## src/rtl/mi_snoop_pkg.sv

```systemverilog
package mi_snoop_pkg;

  typedef enum logic [1:0] {
    BLK_I  = 2'd0,
    BLK_M  = 2'd1,
    BLK_IM = 2'd2
  } blk_state_e;

  typedef enum logic [1:0] {
    SRC_NONE = 2'd0,
    SRC_FILL = 2'd1,
    SRC_SNP  = 2'd2,
    SRC_PRC  = 2'd3
  } src_e;

  typedef enum logic [2:0] {
    EV_NONE  = 3'd0,
    EV_LDST  = 3'd1,
    EV_OTHER = 3'd2,
    EV_DROP  = 3'd3,
    EV_FILL  = 3'd4
  } event_e;

  localparam logic [1:0] REQ_GETX = 2'b01;

  // actions of one committed transition
  typedef struct packed {
    logic       pop;
    logic       issue;
    logic       reply;
    logic       fill;
    logic       hit;
    logic       err;
    logic       upd;
    blk_state_e nxt;
  } xact_t;

endpackage

```

## src/rtl/mi_event_arb.sv

```systemverilog
module mi_event_arb
  import mi_snoop_pkg::*;
#(
  parameter int ADDR_W  = 3,
  parameter int NODE_W  = 2,
  parameter int NODE_ID = 1
) (
  input  logic              proc_valid,
  input  logic [ADDR_W-1:0] proc_addr,
  input  logic              snp_valid,
  input  logic [ADDR_W-1:0] snp_addr,
  input  logic [1:0]        snp_type,
  input  logic [NODE_W-1:0] snp_src,
  input  logic              fill_valid,
  input  logic [ADDR_W-1:0] fill_addr,
  output src_e              src,
  output event_e            ev,
  output logic [ADDR_W-1:0] ev_addr
);

  localparam logic [NODE_W-1:0] MY_ID = NODE_W'(NODE_ID);

  logic snp_foreign;
  assign snp_foreign = (snp_type == REQ_GETX) && (snp_src != MY_ID);

  // fixed priority: data network, address network, processor
  always_comb begin
    src     = SRC_NONE;
    ev      = EV_NONE;
    ev_addr = '0;
    if (fill_valid) begin
      src     = SRC_FILL;
      ev      = EV_FILL;
      ev_addr = fill_addr;
    end else if (snp_valid) begin
      src     = SRC_SNP;
      ev      = snp_foreign ? EV_OTHER : EV_DROP;
      ev_addr = snp_addr;
    end else if (proc_valid) begin
      src     = SRC_PRC;
      ev      = EV_LDST;
      ev_addr = proc_addr;
    end
  end

endmodule

```

## src/rtl/mi_xact_table.sv

```systemverilog
module mi_xact_table
  import mi_snoop_pkg::*;
(
  input  event_e     ev,
  input  blk_state_e cur,
  input  logic       getx_space,
  input  logic       xfer_space,
  output xact_t      act
);

  always_comb begin
    act     = '0;
    act.nxt = cur;
    unique case (ev)
      EV_LDST: begin
        unique case (cur)
          BLK_I: if (getx_space) begin
            act.issue = 1'b1;
            act.upd   = 1'b1;
            act.nxt   = BLK_IM;
          end
          BLK_M: begin
            act.pop = 1'b1;
            act.hit = 1'b1;
          end
          default: ; // transient: stall
        endcase
      end
      EV_OTHER: begin
        unique case (cur)
          BLK_I: act.pop = 1'b1;
          BLK_M: if (xfer_space) begin
            act.pop   = 1'b1;
            act.reply = 1'b1;
            act.upd   = 1'b1;
            act.nxt   = BLK_I;
          end
          default: ; // transient: stall
        endcase
      end
      EV_DROP: act.pop = 1'b1;
      EV_FILL: begin
        act.pop = 1'b1;
        if (cur == BLK_IM) begin
          act.fill = 1'b1;
          act.upd  = 1'b1;
          act.nxt  = BLK_M;
        end else begin
          act.err = 1'b1;
        end
      end
      default: ;
    endcase
  end

endmodule

```

## src/rtl/mi_state_array.sv

```systemverilog
module mi_state_array
  import mi_snoop_pkg::*;
#(
  parameter int ADDR_W = 3
) (
  input  logic              clk,
  input  logic              rst,
  input  logic [ADDR_W-1:0] addr,
  input  logic              we,
  input  blk_state_e        wstate,
  output blk_state_e        rstate
);

  localparam int NBLK = 1 << ADDR_W;

  blk_state_e ent [NBLK];

  for (genvar g = 0; g < NBLK; g++) begin : g_ent
    always_ff @(posedge clk) begin
      if (rst)
        ent[g] <= BLK_I;
      else if (we && (addr == ADDR_W'(g)))
        ent[g] <= wstate;
    end
  end

  assign rstate = ent[addr];

endmodule

```

## src/rtl/mi_data_ram.sv

```systemverilog
module mi_data_ram #(
  parameter int ADDR_W = 3,
  parameter int DATA_W = 32
) (
  input  logic              clk,
  input  logic [ADDR_W-1:0] addr,
  input  logic              we,
  input  logic [DATA_W-1:0] wd,
  output logic [DATA_W-1:0] q
);

  localparam int DEPTH = 1 << ADDR_W;

  logic [DATA_W-1:0] mem [DEPTH];

  // single port, read-first, registered read
  always_ff @(posedge clk) begin
    if (we) mem[addr] <= wd;
    q <= mem[addr];
  end

endmodule

```

## src/rtl/mi_snoop_ctrl.sv

```systemverilog
module mi_snoop_ctrl
  import mi_snoop_pkg::*;
#(
  parameter int ADDR_W  = 3,
  parameter int DATA_W  = 32,
  parameter int NODE_W  = 2,
  parameter int NODE_ID = 1
) (
  input  logic              clk,
  input  logic              rst,
  input  logic              proc_valid,
  input  logic              proc_write,
  input  logic [ADDR_W-1:0] proc_addr,
  input  logic [DATA_W-1:0] proc_wdata,
  output logic              proc_pop,
  output logic              proc_resp_valid,
  output logic [DATA_W-1:0] proc_resp_data,
  input  logic              snp_valid,
  input  logic [ADDR_W-1:0] snp_addr,
  input  logic [1:0]        snp_type,
  input  logic [NODE_W-1:0] snp_src,
  output logic              snp_pop,
  input  logic              fill_valid,
  input  logic [ADDR_W-1:0] fill_addr,
  input  logic [DATA_W-1:0] fill_data,
  output logic              fill_pop,
  input  logic              getx_space,
  output logic              getx_valid,
  output logic [ADDR_W-1:0] getx_addr,
  output logic [1:0]        getx_type,
  output logic [NODE_W-1:0] getx_src,
  input  logic              xfer_space,
  output logic              xfer_valid,
  output logic [ADDR_W-1:0] xfer_addr,
  output logic [NODE_W-1:0] xfer_dest,
  output logic [DATA_W-1:0] xfer_data,
  output logic              err_flag
);

  localparam logic [NODE_W-1:0] MY_ID = NODE_W'(NODE_ID);

  src_e              src;
  event_e            ev;
  logic [ADDR_W-1:0] ev_addr;
  blk_state_e        cur_state;
  xact_t             act;
  logic              ram_we;
  logic [DATA_W-1:0] ram_wd;
  logic [DATA_W-1:0] ram_q;

  mi_event_arb #(
    .ADDR_W (ADDR_W),
    .NODE_W (NODE_W),
    .NODE_ID(NODE_ID)
  ) u_arb (
    .proc_valid(proc_valid),
    .proc_addr (proc_addr),
    .snp_valid (snp_valid),
    .snp_addr  (snp_addr),
    .snp_type  (snp_type),
    .snp_src   (snp_src),
    .fill_valid(fill_valid),
    .fill_addr (fill_addr),
    .src       (src),
    .ev        (ev),
    .ev_addr   (ev_addr)
  );

  mi_state_array #(.ADDR_W(ADDR_W)) u_state (
    .clk   (clk),
    .rst   (rst),
    .addr  (ev_addr),
    .we    (act.upd),
    .wstate(act.nxt),
    .rstate(cur_state)
  );

  mi_xact_table u_table (
    .ev        (ev),
    .cur       (cur_state),
    .getx_space(getx_space),
    .xfer_space(xfer_space),
    .act       (act)
  );

  assign ram_we = act.fill || (act.hit && proc_write);
  assign ram_wd = act.fill ? fill_data : proc_wdata;

  mi_data_ram #(.ADDR_W(ADDR_W), .DATA_W(DATA_W)) u_data (
    .clk (clk),
    .addr(ev_addr),
    .we  (ram_we),
    .wd  (ram_wd),
    .q   (ram_q)
  );

  // dequeue strobes
  assign fill_pop = act.pop && (src == SRC_FILL);
  assign snp_pop  = act.pop && (src == SRC_SNP);
  assign proc_pop = act.pop && (src == SRC_PRC);

  // registered message outputs
  always_ff @(posedge clk) begin
    if (rst) begin
      getx_valid      <= 1'b0;
      getx_addr       <= '0;
      xfer_valid      <= 1'b0;
      xfer_addr       <= '0;
      xfer_dest       <= '0;
      proc_resp_valid <= 1'b0;
      err_flag        <= 1'b0;
    end else begin
      getx_valid      <= act.issue;
      xfer_valid      <= act.reply;
      proc_resp_valid <= act.hit;
      err_flag        <= err_flag || act.err;
      if (act.issue) getx_addr <= ev_addr;
      if (act.reply) begin
        xfer_addr <= ev_addr;
        xfer_dest <= snp_src;
      end
    end
  end

  assign getx_type      = REQ_GETX;
  assign getx_src       = MY_ID;
  assign xfer_data      = ram_q;
  assign proc_resp_data = ram_q;

  // one event per cycle, fixed priority
  p_one_pop_r11: assert property (@(posedge clk) disable iff (rst)
    $countones({proc_pop, snp_pop, fill_pop}) <= 1);
  p_snp_prio_r11: assert property (@(posedge clk) disable iff (rst)
    snp_pop |-> !fill_valid);
  p_prc_prio_r11: assert property (@(posedge clk) disable iff (rst)
    proc_pop |-> !(fill_valid || snp_valid));
  // enqueue only into a queue that had room
  p_getx_space_r9: assert property (@(posedge clk) disable iff (rst)
    getx_valid |-> $past(getx_space));
  p_xfer_space_r9: assert property (@(posedge clk) disable iff (rst)
    xfer_valid |-> $past(xfer_space));
  // the issuing processor request stays queued
  p_getx_nopop_r2: assert property (@(posedge clk) disable iff (rst)
    getx_valid |-> !$past(proc_pop));
  // a response follows a processor pop
  p_resp_pop_r3: assert property (@(posedge clk) disable iff (rst)
    proc_resp_valid |-> $past(proc_pop));
  // error flag is sticky
  p_err_sticky_r8: assert property (@(posedge clk) disable iff (rst)
    err_flag |=> err_flag);

endmodule

```

## config.mk

```make
export PLATFORM = sky130hd
export DESIGN_NAME = mi_snoop_ctrl
export DESIGN_NICKNAME = d
export VERILOG_FILES = /design/src/rtl/mi_snoop_pkg.sv /design/src/rtl/mi_event_arb.sv /design/src/rtl/mi_xact_table.sv /design/src/rtl/mi_state_array.sv /design/src/rtl/mi_data_ram.sv /design/src/rtl/mi_snoop_ctrl.sv
export SDC_FILE = /design/constraint.sdc
export NUM_CORES = 1
export LEC_CHECK = 0
export BUFFER_PORTS_ARGS = -buffer_cell sky130_fd_sc_hd__buf_4
export CORE_UTILIZATION = 45
export DETAILED_ROUTE_END_ITERATION = 10
export GPL_ROUTABILITY_DRIVEN = 0
export GPL_TIMING_DRIVEN = 0
export HOLD_SLACK_MARGIN = 0.15
export SETUP_SLACK_MARGIN = 0.2
export SLEW_MARGIN = 20
export SYNTH_ARGS = -nofsm -noshare
export SYNTH_HDL_FRONTEND = slang
export SYNTH_SLANG_ARGS = --single-unit
```

## constraint.sdc

```tcl
create_clock -name clk -period 7.22 [get_ports clk]
set_input_delay 0.722 -clock clk [delete_from_list [all_inputs] [get_ports clk]]
set_output_delay 0.722 -clock clk [all_outputs]
set_load 0.03 [all_outputs]
```

### Word-level counts from Yosys, hierarchy flattened

Memory sizes are Yosys's and may differ from the RTL's. A register that Yosys moved wholly into a read port is not among the register bits.
Cells that the tools add are included.

| word-level totals | value |
|---|---|
| flip-flop bits (word level) | 12 |
| input bits | 85 |
| RAM bits | 272 |
| word-level logic and storage cells | 120 |
| memories kept | 2 |
| output and inout port bits | 83 |

Memories:

| name | depth | width | read ports | clocked after memory_dff | wr ports | line | RTL |
|---|---|---|---|---|---|---|---|
| u_data.mem | 8 | 32 | 1 | 1 | 1 | mi_data_ram.sv:14 | `logic [DATA_W-1:0] mem [DEPTH];` |
| u_state.ent | 8 | 2 | 1 | 0 | 8 | mi_state_array.sv:16 | `blk_state_e ent [NBLK];` |

| operators by class | value |
|---|---|
| equality and inequality tests | 18 |
| bitwise logic cells | 8 |
| reduce and logical (&&, ||, !) cells | 18 |
| mux-type cells | 67 |

Operators by type and width:

| operator | count |
|---|---|
| two-way mux 1 bit | 42 |
| two-way mux 32 bit | 1 |
| two-way mux 3 bit | 10 |
| two-way mux 2 bit | 11 |
| == test 3 bit, second input constant | 5 |
| logical AND 1 bit | 13 |
| == test 3 x 2 -> 1 bit, second input constant | 4 |
| case mux 3 bit (3 select lines) | 1 |
| OR 1 bit | 8 |
| == test 2 x 1 -> 1 bit, second input constant | 3 |
| == test 2 bit, second input constant | 3 |
| == test 3 x 1 -> 1 bit, second input constant | 2 |
| zero test 3 bit | 1 |
| case mux 1 bit (3 select lines) | 1 |
| zero test 2 bit | 1 |
| logical OR 1 bit | 2 |
| inequality test 2 x 1 -> 1 bit, second input constant | 1 |
| case mux 1 bit (2 select lines) | 1 |
| OR reduction 2 bit | 1 |

### Logic depth before layout (Yosys ltp)

Gate-level depths: netlist (run 1).

| logic depth | value |
|---|---|
| word-level depth | 12 |
| mapped depth | 12 |
| gate-level depth less buffers | 7 |

### Cells and area by module

Synthesis (run 1) repeated with hierarchy kept, for this count alone.

| second synthesis, totals | value |
|---|---|
| cell total of the unflattened synthesis | 691 |
| area total of the unflattened synthesis | 12893.6 um2 |

Modules (own cells, without submodules):

| module | instances | cells an instance | area an instance (um2) |
|---|---|---|---|
| mi_data_ram | 1 | 453 | 10500.1 |
| mi_snoop_ctrl | 1 | 114 | 1233.7 |
| mi_state_array | 1 | 79 | 873.3 |
| mi_xact_table | 1 | 23 | 152.6 |
| mi_event_arb | 1 | 22 | 133.9 |

### Worst setup path before layout (run 1)

No wires, ideal clock.

| timing path | value |
|---|---|
| path kind | input -> register |
| start | in snp_valid |
| end | mem u_data.mem[0][0], enable pin |
| library setup time | 0.432 ns |
| path slack | 2.679 ns |
| buffers on the path | 5 |
| stages on the path | 12 |
| data arrival time | 4.109 ns |
| path through | buf_2 -> nand3b_4 -> a22o_1 -> buf_2 -> a2111oi_0 -> a31o_2 -> or2_2 -> buf_4 -> nand3_2 -> buf_6 -> buf_2 -> a21oi_1 |

| between the ends | value |
|---|---|
| word-level cells in the longest chain between the ends | 10 |

RTL lines:

| what | line | RTL |
|---|---|---|
| from (decl) | mi_snoop_ctrl.sv:18 | `input logic snp_valid,` |
| two-way mux 3 bit | mi_event_arb.sv:35 | `end else if (snp_valid) begin` |
| two-way mux 3 bit | mi_event_arb.sv:31 | `if (fill_valid) begin` |
| memory read (8 x 2 bit) | n/a |  |
| == test 2 x 1 -> 1 bit | mi_xact_table.sv:16 | `unique case (cur)` |
| two-way mux 1 bit | mi_xact_table.sv:16 |  |
| two-way mux 1 bit | mi_xact_table.sv:14 | `unique case (ev)` |
| logical AND 1 bit | mi_snoop_ctrl.sv:86 | `assign ram_we = act.fill \|\| (act.hit && proc_write);` |
| logical OR 1 bit | mi_snoop_ctrl.sv:86 |  |
| two-way mux 1 bit | mi_data_ram.sv:18 | `if (we) mem[addr] <= wd;` |
| two-way mux 1 bit (not written as such) | mi_data_ram.sv:18 |  |
| to (decl) | mi_data_ram.sv:14 |  |

Parallel ways exist; a longest one is shown, timed or not.

### Worst setup path after layout (run 1)

| timing path | value |
|---|---|
| start | in snp_valid |
| end | mem u_data.mem[0][17], enable pin |

The elaborated chain is that of the path after synthesis.

==> results of run 1 <==
==> layout by cell type, fill, tap and decap left out, drive strengths merged, types with 6 or more instances in the layout <==
master  instances
and2            6
mux4           64
dfxtp          44
o31ai           8
clkinv          6
o221ai          8
a21oi          27
a211oi          8
nor2            9
buf           238
edfxtp        272
nand4           6
inv             6
clkbuf         69
nand2         112
mux2           41
nand3          13
==> where the power goes <==
| group | switching (mW) | internal (mW) | leakage, nW |
|---|---|---|---|
| clock network | 0.660 | 0.971 | 0.508 |
| registers | 0.0227 | 2.07 | 2.84 |
| logic | 0.368 | 0.260 | 2.38 |
==> kinds of logic after synthesis <==
logic type	Yosys count
buffers and inverters	84
multiplexers	105
flip-flops	316
AND/OR/NAND/NOR	164
AO/OA/AOI/OAI	75
other	2
==> worst register-to-register path, stage by stage, from the launching register on <==
cell and delay, ns:
edfxtp_1 0.39, mux2_2 0.27, a32o_1 0.20, a2111oi_0 0.39
a31oi_1 0.11, nand2_1 0.34, nand4_1 0.87, a21oi_4 1.05
buf_16 0.25
==> metrics by stage <==
step	setup slack (ns)	hold WS, ns	power (mW)	util (%)
6_report	2.77	0.454	4.35	57.4
5_1_grt	2.54	0.474	4.50	57.4
4_1_cts	2.80	0.456	4.39	57.4
3_5_place_dp	2.28	0.447	2.76	53.6
3_3_place_gp	0.244	0.438	2.74	51.8
2_1_floorplan	2.68	0.571	2.52	-
==> per-layer routing <==
layer	global-route usage, %	wire (um)
met5	0	0
met4	5.68	497
met3	3.33	1670
met2	31.9	13300
met1	27.2	12100
==> sequential cells by signal (all words and copies together) (netlist names) <==
| name | count |
|---|---|
| err_flag | 1 |
| proc_resp_valid | 1 |
| getx_addr | 3 |
| u_state.ent | 16 |
| xfer_addr | 3 |
| xfer_dest | 2 |
| getx_valid | 1 |
| u_data.mem | 256 |
| u_data.q | 32 |
| xfer_valid | 1 |
==> layout make-up <==
| class | count | area [um2] |
|---|---|---|
| fill | 2150 | 11900 |
| buffer | 79 | 469 |
| clock inverter | 9 | 71.3 |
| timing repair buffer | 176 | 1610 |
| multi-input combinational | 348 | 3310 |
| sequential | 316 | 9050 |
| tap | 378 | 473 |
| inverter | 5 | 18.8 |
| clock buffer | 52 | 980 |
==> worst paths after layout <==
kind	end	slack, ns
max reg2reg	u_data.mem[0][17]$_DFFE_PP_	3.06
min	err_flag$_SDFF_PP0_	0.45
max	u_data.mem[0][17]$_DFFE_PP_	2.77
min reg2reg	err_flag$_SDFF_PP0_	0.45
==> flow_summary.json, run 1 <==
{
  "cts_root_buffer": "clkbuf_16",
  "clk_transition_reported_paths_ns": 0.06,
  "final_sum_of_negative_setup_slack_ns": 0,
  "vias": 7291,
  "antenna_left": 0,
  "grtUsageTotal_pct": 19.6,
  "hold_bufs_inserted_after_cts": 0,
  "worst_r2r_path_depth": 8,
  "yosys_register_bits": 316,
  "final_design_area_no_fill_mm2": 0.0160,
  "standard_cell_core_area_mm2": 0.0279,
  "critPathTopFamily": "compound AO/OA/AOI/OAI gates",
  "timing.clock.skew_ns": 0.0100,
  "syn_inst": 746,
  "final_nets": 1045,
  "first_global_vias": 7176,
  "synth_ff_type": "edfxtp_1",
  "synthDominantCellAreaShare_pct": 64.1,
  "mux_cell_area_share_after_synthesis_pct": 15.0,
  "timing.final.max_slew_violations": 0,
  "stdcell_count": 1363,
  "synth_enable_flop_cells": 272,
  "cts_setup_buffers": 0,
  "timing.critical_path.required_ns": 7.42,
  "die_area_mm2": 0.0290,
  "leak_pwr_nw": 5.73,
  "worstHoldPathCells": 2,
  "post_detailed_route_via_to_cell_ratio": 5.35,
  "ys_top_cells_by_count": "edfxtp_1, nand2_1, mux4_2",
  "worst_ep_arrival_time_ns": 4.65,
  "initial_core_util_pct": 45.8,
  "share_of_layout_cells_above_drive_strength_1_pct": 39.5,
  "global_route.overflow_total": 0,
  "critical_path.startpoint": "snp_valid",
  "final-setup-viol-count": 0,
  "grt_max_degree": 18,
  "timing.critical_path.depth": 9,
  "layout_worst_path_cycle_share_pct": 61.7,
  "cts_tree": "yes",
  "clk_path_buf_depth": 3,
  "setup_repair_after_global_routing_missed_its_margin": "no",
  "run_status": "finished clean",
  "yosys.area_share.simple_pct": 5.90,
  "cts-htree-levels": 2,
  "synth_adder_area_share_pct": 0,
  "placed_cells_incl_taps": 1302,
  "cts_inserted_buffers": 34,
  "hold_start": "err_flag$_SDFF_PP0_",
  "floorplan.rows": 61,
  "clk_latency_ns": 0.50,
  "area_fraction_in_compound_gates_after_synthesis_pct": 4.18,
  "die_h_um": 170,
  "path_max_fanout": 17,
  "crit_path_max_incr_delay_ns": 1.04,
  "drc_errors": 0,
  "synth_top_family_by_area": "multiplexers",
  "ys_seq_area_share_pct": 71.0,
  "max_cap_viol_count": 0,
  "post_synth.cell_area_avg_um2": 17.1,
  "worstSetupEndpointType": "flip-flop",
  "buffer_ports.inserted": 161,
  "post_dp_cell_area_mm2": 0.0149,
  "worst_slew_margin_rel_pct": 32.5,
  "detailedRoute.firstIterationViolations": 625,
  "vdd.ir_drop.worst_mv": 0.134,
  "critical_path_buf_inv_count": 2,
  "dpl.hpwl_um": 18100,
  "worst_r2r_startpoint": "u_state.ent[0][1]$_SDFFCE_PN0P_",
  "grt_first_pass_wirelength_um": 42100,
  "tritoncts_num_sinks": 316,
  "proportion_of_synthesized_flip_flops_having_asynchronous_set_or_reset_pct": 0,
  "cpMaxStageDelayCell": "a21oi_4",
  "syn-cell-area_mm2": 0.0127,
  "tightest_slew_ns": 1.01,
  "yosys_warnings": 0,
  "crit_path_cell_trace": "buf_2 -> nand3b_1 -> a22oi_2 -> a2111oi_0 -> a31o_1 -> nor2_1 -> nand4_1 -> a21oi_4 -> buf_16",
  "synthToLayoutAreaGrowth_pct": 25.4,
  "synth.top_cells.by_area": "edfxtp_1, mux4_2, dfxtp_1",
  "synth_area_leader_cell": "edfxtp_1",
  "classification_of_the_worst_slack_hold_path": "flip-flop to flip-flop",
  "finalWorstPathRequiredPeriod_ns": 4.45,
  "die_w_um": 170,
  "wirelength_um": 27600,
  "post-synth-top-count-cell": "edfxtp_1",
  "num_antenna_cells": 0,
  "count_of_endpoints_failing_hold_in_the_final_timing_report": 0,
  "critPathKind": "input pin to flip-flop",
  "wire_per_inst_um": 20.3,
  "drt-pass1-iter-count": 5,
  "synth-xor-area-share_pct": 0,
  "cts_resized": 0,
  "p_per_area_mw_per_mm2": 272,
  "io_pins": 168,
  "maxClockFrequency_mhz": 225,
  "yosysUniqueCellTypes": 47,
  "startpoint_type": "input pin",
  "grt_antenna_before_repair": 0
}
No activity file was read; power rests on OpenSTA's default activity.
==> run 2: changes to the inputs <==
clock period = 4.4 ns   (was 7.22 ns; I/O delays follow)
==> run 2 against run 1 <==
Net effect: clock power is 64% higher; core utilization up 0.21 points; flip-flop and latch count is the same; via count barely moved; total power rose by 64%; sequential share of layout area is 0.20 points lower; cell count rose by 0.44%; register-to-register slack got worse by 2.4 ns; critical endpoint is now u_data.mem[2][12]$_DFFE_PP_; largest cell class unchanged.
==> flow_summary.json, run 2 (synthesis results as in run 1) <==
{
  "cts_tree": "yes",
  "die_h_um": 170,
  "initial_core_util_pct": 45.8,
  "die_area_mm2": 0.0290,
  "final-setup-viol-count": 0,
  "first_global_vias": 7176,
  "worst_r2r_endpoint": "u_data.mem[2][12]$_DFFE_PP_",
  "startpoint_type": "input pin",
  "detailedRoute.firstIterationViolations": 653,
  "worst_ep_arrival_time_ns": 3.98,
  "hold-worst-slack_ns": 0.217,
  "wirelength_um": 27800,
  "cts_root_buffer": "clkbuf_16",
  "worstSetupEndpointType": "flip-flop",
  "worst_r2r_path_depth": 12,
  "grtUsageTotal_pct": 19.6,
  "drt-pass1-iter-count": 5,
  "max_cap_viol_count": 0,
  "most_flops_register": "u_data.mem",
  "run_status": "finished clean",
  "global_route.overflow_total": 0,
  "cts-htree-levels": 2,
  "vdd.ir_drop.worst_mv": 0.220,
  "cpMaxStageDelayCell": "a21oi_4",
  "dpl.hpwl_um": 18100,
  "grt_antenna_before_repair": 0,
  "critical_path.startpoint": "snp_valid",
  "grt_max_degree": 18,
  "timing.final.max_slew_violations": 0,
  "tightest_slew_ns": 0.882,
  "stdcell_count": 1369,
  "wire_per_inst_um": 20.3,
  "classification_of_the_worst_slack_hold_path": "input pin to flip-flop",
  "drc_errors": 0,
  "crit_path_cell_trace": "buf_2 -> a21oi_1 -> a22oi_1 -> clkbuf_1 -> a31oi_1 -> and2_1 -> clkbuf_1 -> nand3_2 -> buf_6 -> buf_2 -> a21oi_4 -> buf_16 -> buf_16",
  "reg2reg_setup_slack_ns": 0.69,
  "final_nets": 1051,
  "maxClockFrequency_mhz": 265,
  "cp-endpoint": "u_data.mem[2][12]$_DFFE_PP_",
  "synthToLayoutAreaGrowth_pct": 25.8,
  "setup_repair_after_global_routing_missed_its_margin": "no",
  "max_reg_flops": 256,
  "cts_inserted_buffers": 34,
  "clk_latency_ns": 0.50,
  "worst_r2r_startpoint": "u_state.ent[3][0]$_SDFFCE_PN0P_",
  "power_mw": 7.14,
  "post_dp_cell_area_mm2": 0.0149,
  "worst_slew_margin_rel_pct": 41.2,
  "antenna_left": 0,
  "layout.cells.most_common_list": "edfxtp_1, buf_4, nand2_1",
  "final_design_area_no_fill_mm2": 0.0160,
  "setup_ws_ns": 0.623,
  "critPathKind": "input pin to flip-flop",
  "placed_cells_incl_taps": 1302,
  "clk_path_buf_depth": 3,
  "hold_bufs_inserted_after_cts": 0,
  "timing.critical_path.required_ns": 4.60,
  "final_sum_of_negative_setup_slack_ns": 0,
  "crit_path_max_incr_delay_ns": 0.52,
  "num_antenna_cells": 0,
  "vias": 7290,
  "path_max_fanout": 15,
  "standard_cell_core_area_mm2": 0.0279,
  "floorplan.rows": 61,
  "dp_slack_ns": -0.258,
  "io_pins": 168,
  "postLayoutCoreUtil_pct": 57.6,
  "post_detailed_route_via_to_cell_ratio": 5.33,
  "clk_transition_reported_paths_ns": 0.06,
  "finalWorstPathRequiredPeriod_ns": 3.78,
  "tritoncts_num_sinks": 316,
  "layout.cells.most_common": "edfxtp_1",
  "die_w_um": 170,
  "grt_first_pass_wirelength_um": 42100,
  "largestRegisters": "u_data.mem (256), u_data.q (32), u_state.ent (16)",
  "share_of_layout_cells_above_drive_strength_1_pct": 39.9,
  "leak_pwr_nw": 5.76,
  "buffer_ports.inserted": 161,
  "p_per_area_mw_per_mm2": 445,
  "timing.clock.skew_ns": 0.0100,
  "count_of_endpoints_failing_hold_in_the_final_timing_report": 0,
  "layout_worst_path_cycle_share_pct": 85.9
}
==> run 2: worst max-delay path, delay by kind of cell <==
family          cells  cell delay [ns]
compound gates      4             1.41
buf+inv             7             1.66
simple gates        2             0.43
==> run 2: what timing repair did <==
| action | CTS | global route |
|---|---|---|
| gates resized for setup | 0 | 0 |
| endpoints found under the setup margin | 0 | 64 |
| buffers inserted | 0 | 6 |
==> run 2: cell type report <==
cell class | instances | area [um2]
multi-input cells | 348 | 3310
repair buffers | 182 | 1670
clock inverters | 9 | 71.3
well taps | 378 | 473
plain buffers | 79 | 469
fillers | 2141 | 11800
clock buffers | 52 | 980
flip-flops and latches | 316 | 9050
inverters | 5 | 18.8
==> run 2: worst min path at each step <==
| stage | start | cells after the start | to |
|---|---|---|---|
| after floorplan | err_flag$_SDFF_PP0_ | 2 | err_flag$_SDFF_PP0_ |
| after global placement | err_flag$_SDFF_PP0_ | 2 | err_flag$_SDFF_PP0_ |
| after detailed placement | err_flag$_SDFF_PP0_ | 2 | err_flag$_SDFF_PP0_ |
| after CTS | snp_src[0] | 3 | xfer_dest[0]$_SDFFE_PP0P_ |
| after global routing | snp_src[0] | 3 | xfer_dest[0]$_SDFFE_PP0P_ |
| final | snp_src[0] | 3 | xfer_dest[0]$_SDFFE_PP0P_ |
==> run 2: layer usage <==
layer	track usage, %	up-vias	routed length (um)
li1	-	3324	-
met2	31.9	241	13400
met5	0	-	0
met4	5.68	0	483
met3	3.33	43	1560
met1	27.2	3682	12300
==> run 2: power breakdown <==
| part | leakage, nW | switching (mW) | internal, mW | total, mW |
|---|---|---|---|---|
| Sequential | 2.84 | 0.0375 | 3.39 | 3.43 |
| Clock | 0.508 | 1.08 | 1.59 | 2.68 |
| Combinational | 2.41 | 0.605 | 0.429 | 1.03 |
| Total | 5.76 | 1.73 | 5.41 | 7.14 |
==> run 3: changes to the inputs <==
ABC_AREA = 1   (was not set)
==> run 3 against run 2 <==
Net effect: non-clock buffer count down 1; first-iteration DRC count grew 15%; critical path depth did not move; area after synthesis down 3.2%; register-to-register slack better by 0.66 ns; total power fell by 0.83%; global-route usage is 2.4 points higher; flip-flop and latch count unchanged; clock skew is essentially flat; largest cell class unchanged.
==> flow_summary.json, run 3 <==
{
  "detailedRoute.firstIterationViolations": 754,
  "worstSetupEndpointType": "flip-flop",
  "post_detailed_route_via_to_cell_ratio": 5.34,
  "crit_path_max_incr_delay_ns": 0.82,
  "standard_cell_core_area_mm2": 0.0270,
  "crit_top_cell": "nand2_1",
  "final-setup-viol-count": 0,
  "setup_repair_after_global_routing_missed_its_margin": "no",
  "cts_tree": "yes",
  "grt_max_degree": 18,
  "critical_path_buf_inv_count": 4,
  "most_flops_register": "u_data.mem",
  "synth.top_cells.by_area": "edfxtp_1, nand2_1, dfxtp_1",
  "finalWorstPathRequiredPeriod_ns": 3.39,
  "path_max_fanout": 17,
  "count_of_endpoints_failing_hold_in_the_final_timing_report": 0,
  "die_area_mm2": 0.0281,
  "io_pins": 168,
  "buffer_ports.inserted": 161,
  "grt_antenna_before_repair": 0,
  "tritoncts_num_sinks": 316,
  "cts_root_buffer": "clkbuf_16",
  "synthDominantCellAreaShare_pct": 66.2,
  "timing.final.max_slew_violations": 0,
  "layout_worst_path_cycle_share_pct": 77.1,
  "leak_pwr_nw": 5.85,
  "share_of_layout_cells_above_drive_strength_1_pct": 25.4,
  "proportion_of_synthesized_flip_flops_having_asynchronous_set_or_reset_pct": 0,
  "max_cap_viol_count": 0,
  "dp_slack_ns": 0.479,
  "max_reg_flops": 256,
  "final_sum_of_negative_setup_slack_ns": 0,
  "layout.cells.most_common_list": "nand2_1, edfxtp_1, buf_4",
  "classification_of_the_worst_slack_hold_path": "input pin to flip-flop",
  "timing.clock.skew_ns": 0.0101,
  "global_route.overflow_total": 0,
  "clk_transition_reported_paths_ns": 0.06,
  "ys_seq_area_share_pct": 73.4,
  "clk_path_buf_depth": 3,
  "ys_top_cells_by_count": "edfxtp_1, nand2_1, a22oi_1",
  "num_antenna_cells": 0,
  "dpl.hpwl_um": 20000,
  "initial_core_util_pct": 45.8,
  "die_w_um": 168,
  "post_dp_cell_area_mm2": 0.0145,
  "final_design_area_no_fill_mm2": 0.0155,
  "crit_path_cell_trace": "buf_2 -> nor2_1 -> a22oi_1 -> nand2_1 -> nand2_1 -> inv_2 -> nand3_1 -> nand2_1 -> nand3_1 -> inv_1 -> nand2_1 -> a21boi_4 -> buf_16",
  "timing.hold.worst_endpoint": "xfer_addr[1]$_SDFFE_PP0P_",
  "die_h_um": 168,
  "worst_r2r_endpoint": "u_data.mem[4][25]$_DFFE_PP_",
  "worst_r2r_path_depth": 10,
  "antenna_left": 0,
  "cts-htree-levels": 2,
  "run_status": "finished clean",
  "wirelength_um": 30700,
  "reg2reg_setup_slack_ns": 1.35,
  "synth_enable_flop_cells": 272,
  "startpoint_type": "input pin",
  "synth_area_leader_cell": "edfxtp_1",
  "fill_cells": 2206,
  "tightest_slew_ns": 0.863,
  "vdd.ir_drop.worst_mv": 0.221,
  "syn-cell-area_mm2": 0.0123,
  "cts_inserted_buffers": 34,
  "drc_errors": 0,
  "hold-worst-slack_ns": 0.163,
  "clk_latency_ns": 0.51,
  "maxClockFrequency_mhz": 295,
  "vias": 8233,
  "setup_ws_ns": 1.01,
  "cts_setup_buffers": 0,
  "critPathKind": "input pin to flip-flop",
  "hold_start": "rst",
  "worstHoldPathCells": 2,
  "yosys_register_bits": 316,
  "hold_bufs_inserted_after_cts": 0,
  "grtUsageTotal_pct": 22.0,
  "syn_inst": 964,
  "worst_r2r_startpoint": "u_state.ent[7][1]$_SDFFCE_PN0P_",
  "post_synth.cell_area_avg_um2": 12.8,
  "worst_ep_arrival_time_ns": 3.60,
  "yosysUniqueCellTypes": 34,
  "synthToLayoutAreaGrowth_pct": 25.7,
  "timing.critical_path.required_ns": 4.60,
  "cts_resized": 0,
  "largestRegisters": "u_data.mem (256), u_data.q (32), u_state.ent (16)",
  "critPathTopFamily": "simple AND/OR/NAND/NOR gates",
  "final_nets": 1263,
  "yosys_warnings": 0,
  "p_per_area_mw_per_mm2": 457,
  "first_global_vias": 7831,
  "wire_per_inst_um": 19.9,
  "drt-pass1-iter-count": 5,
  "cpMaxStageDelayCell": "a21boi_4",
  "worst_slew_margin_rel_pct": 42.5,
  "synth_ff_type": "edfxtp_1",
  "grt_first_pass_wirelength_um": 45700,
  "floorplan.rows": 60
}
## run 3: changes by cell type after synthesis, moves of 18 or more
cell,previous run,this run
a31oi_1,2,20
nand2_1,112,272
mux4_2,64,0
nor2_1,9,62
a22oi_1,2,77
mux2_2,30,0
## run 3: worst max path at each step
stage	from	endpoint	slack, ns	depth (start not counted)
finish	snp_valid	u_data.mem[4][25]$_DFFE_PP_	1.01	13
global route	snp_valid	u_data.mem[4][25]$_DFFE_PP_	0.82	13
CTS	snp_valid	u_data.mem[4][25]$_DFFE_PP_	1.02	13
detailed placement	snp_valid	u_data.mem[4][19]$_DFFE_PP_	0.48	13
global placement	snp_valid	u_data.mem[3][28]$_DFFE_PP_	-3.19	12
floorplan	fill_valid	u_data.mem[0][0]$_DFFE_PP_	-0.44	17
## run 3: cell type report
class / count / area, um2 / share of cell area [%]
Inverter: 27 / 104 / 0.670
Timing Repair Buffer: 176 / 1600 / 10.3
Sequential cell: 316 / 9050 / 58.4
Buffer: 84 / 499 / 3.22
Multi-Input combinational cell: 539 / 2780 / 18.0
Tap cell: 341 / 427 / 2.75
Clock buffer: 52 / 1000 / 6.45
Clock inverter: 8 / 42.5 / 0.274
## run 3: logic make-up after synthesis
logic type,synth area share [%]
DFF,73.4
and+or+nand+nor,13.1
buffers and inverters,4.88
other,0.0609
AOI/OAI and AO/OA,8.59
## run 3: layer usage
| metal | share of wire (%) | vias to the layer above | track usage, % |
|---|---|---|---|
| met1 | 43 | 3985 | 30.0 |
| met5 | 0 | - | 0 |
| met2 | 47 | 330 | 36.2 |
| met3 | 6.8 | 47 | 3.10 |
| li1 | - | 3871 | - |
| met4 | 3.0 | 0 | 8.02 |
## run 3: stage by stage
step                      util [%]  cells  power [mW]
after floorplan                  -    966        4.07
after global placement        51.9   1468        4.46
after detailed placement      53.6   1483        4.49
after CTS                     57.5   1543        7.13
after global routing          57.5   1543        7.32
final                         57.5   1543        7.08
## run 3: power breakdown
group	switching, mW	internal, mW
Combinational	0.654	0.365
Clock	1.09	1.57
Sequential	0.0343	3.37
Total	1.78	5.30
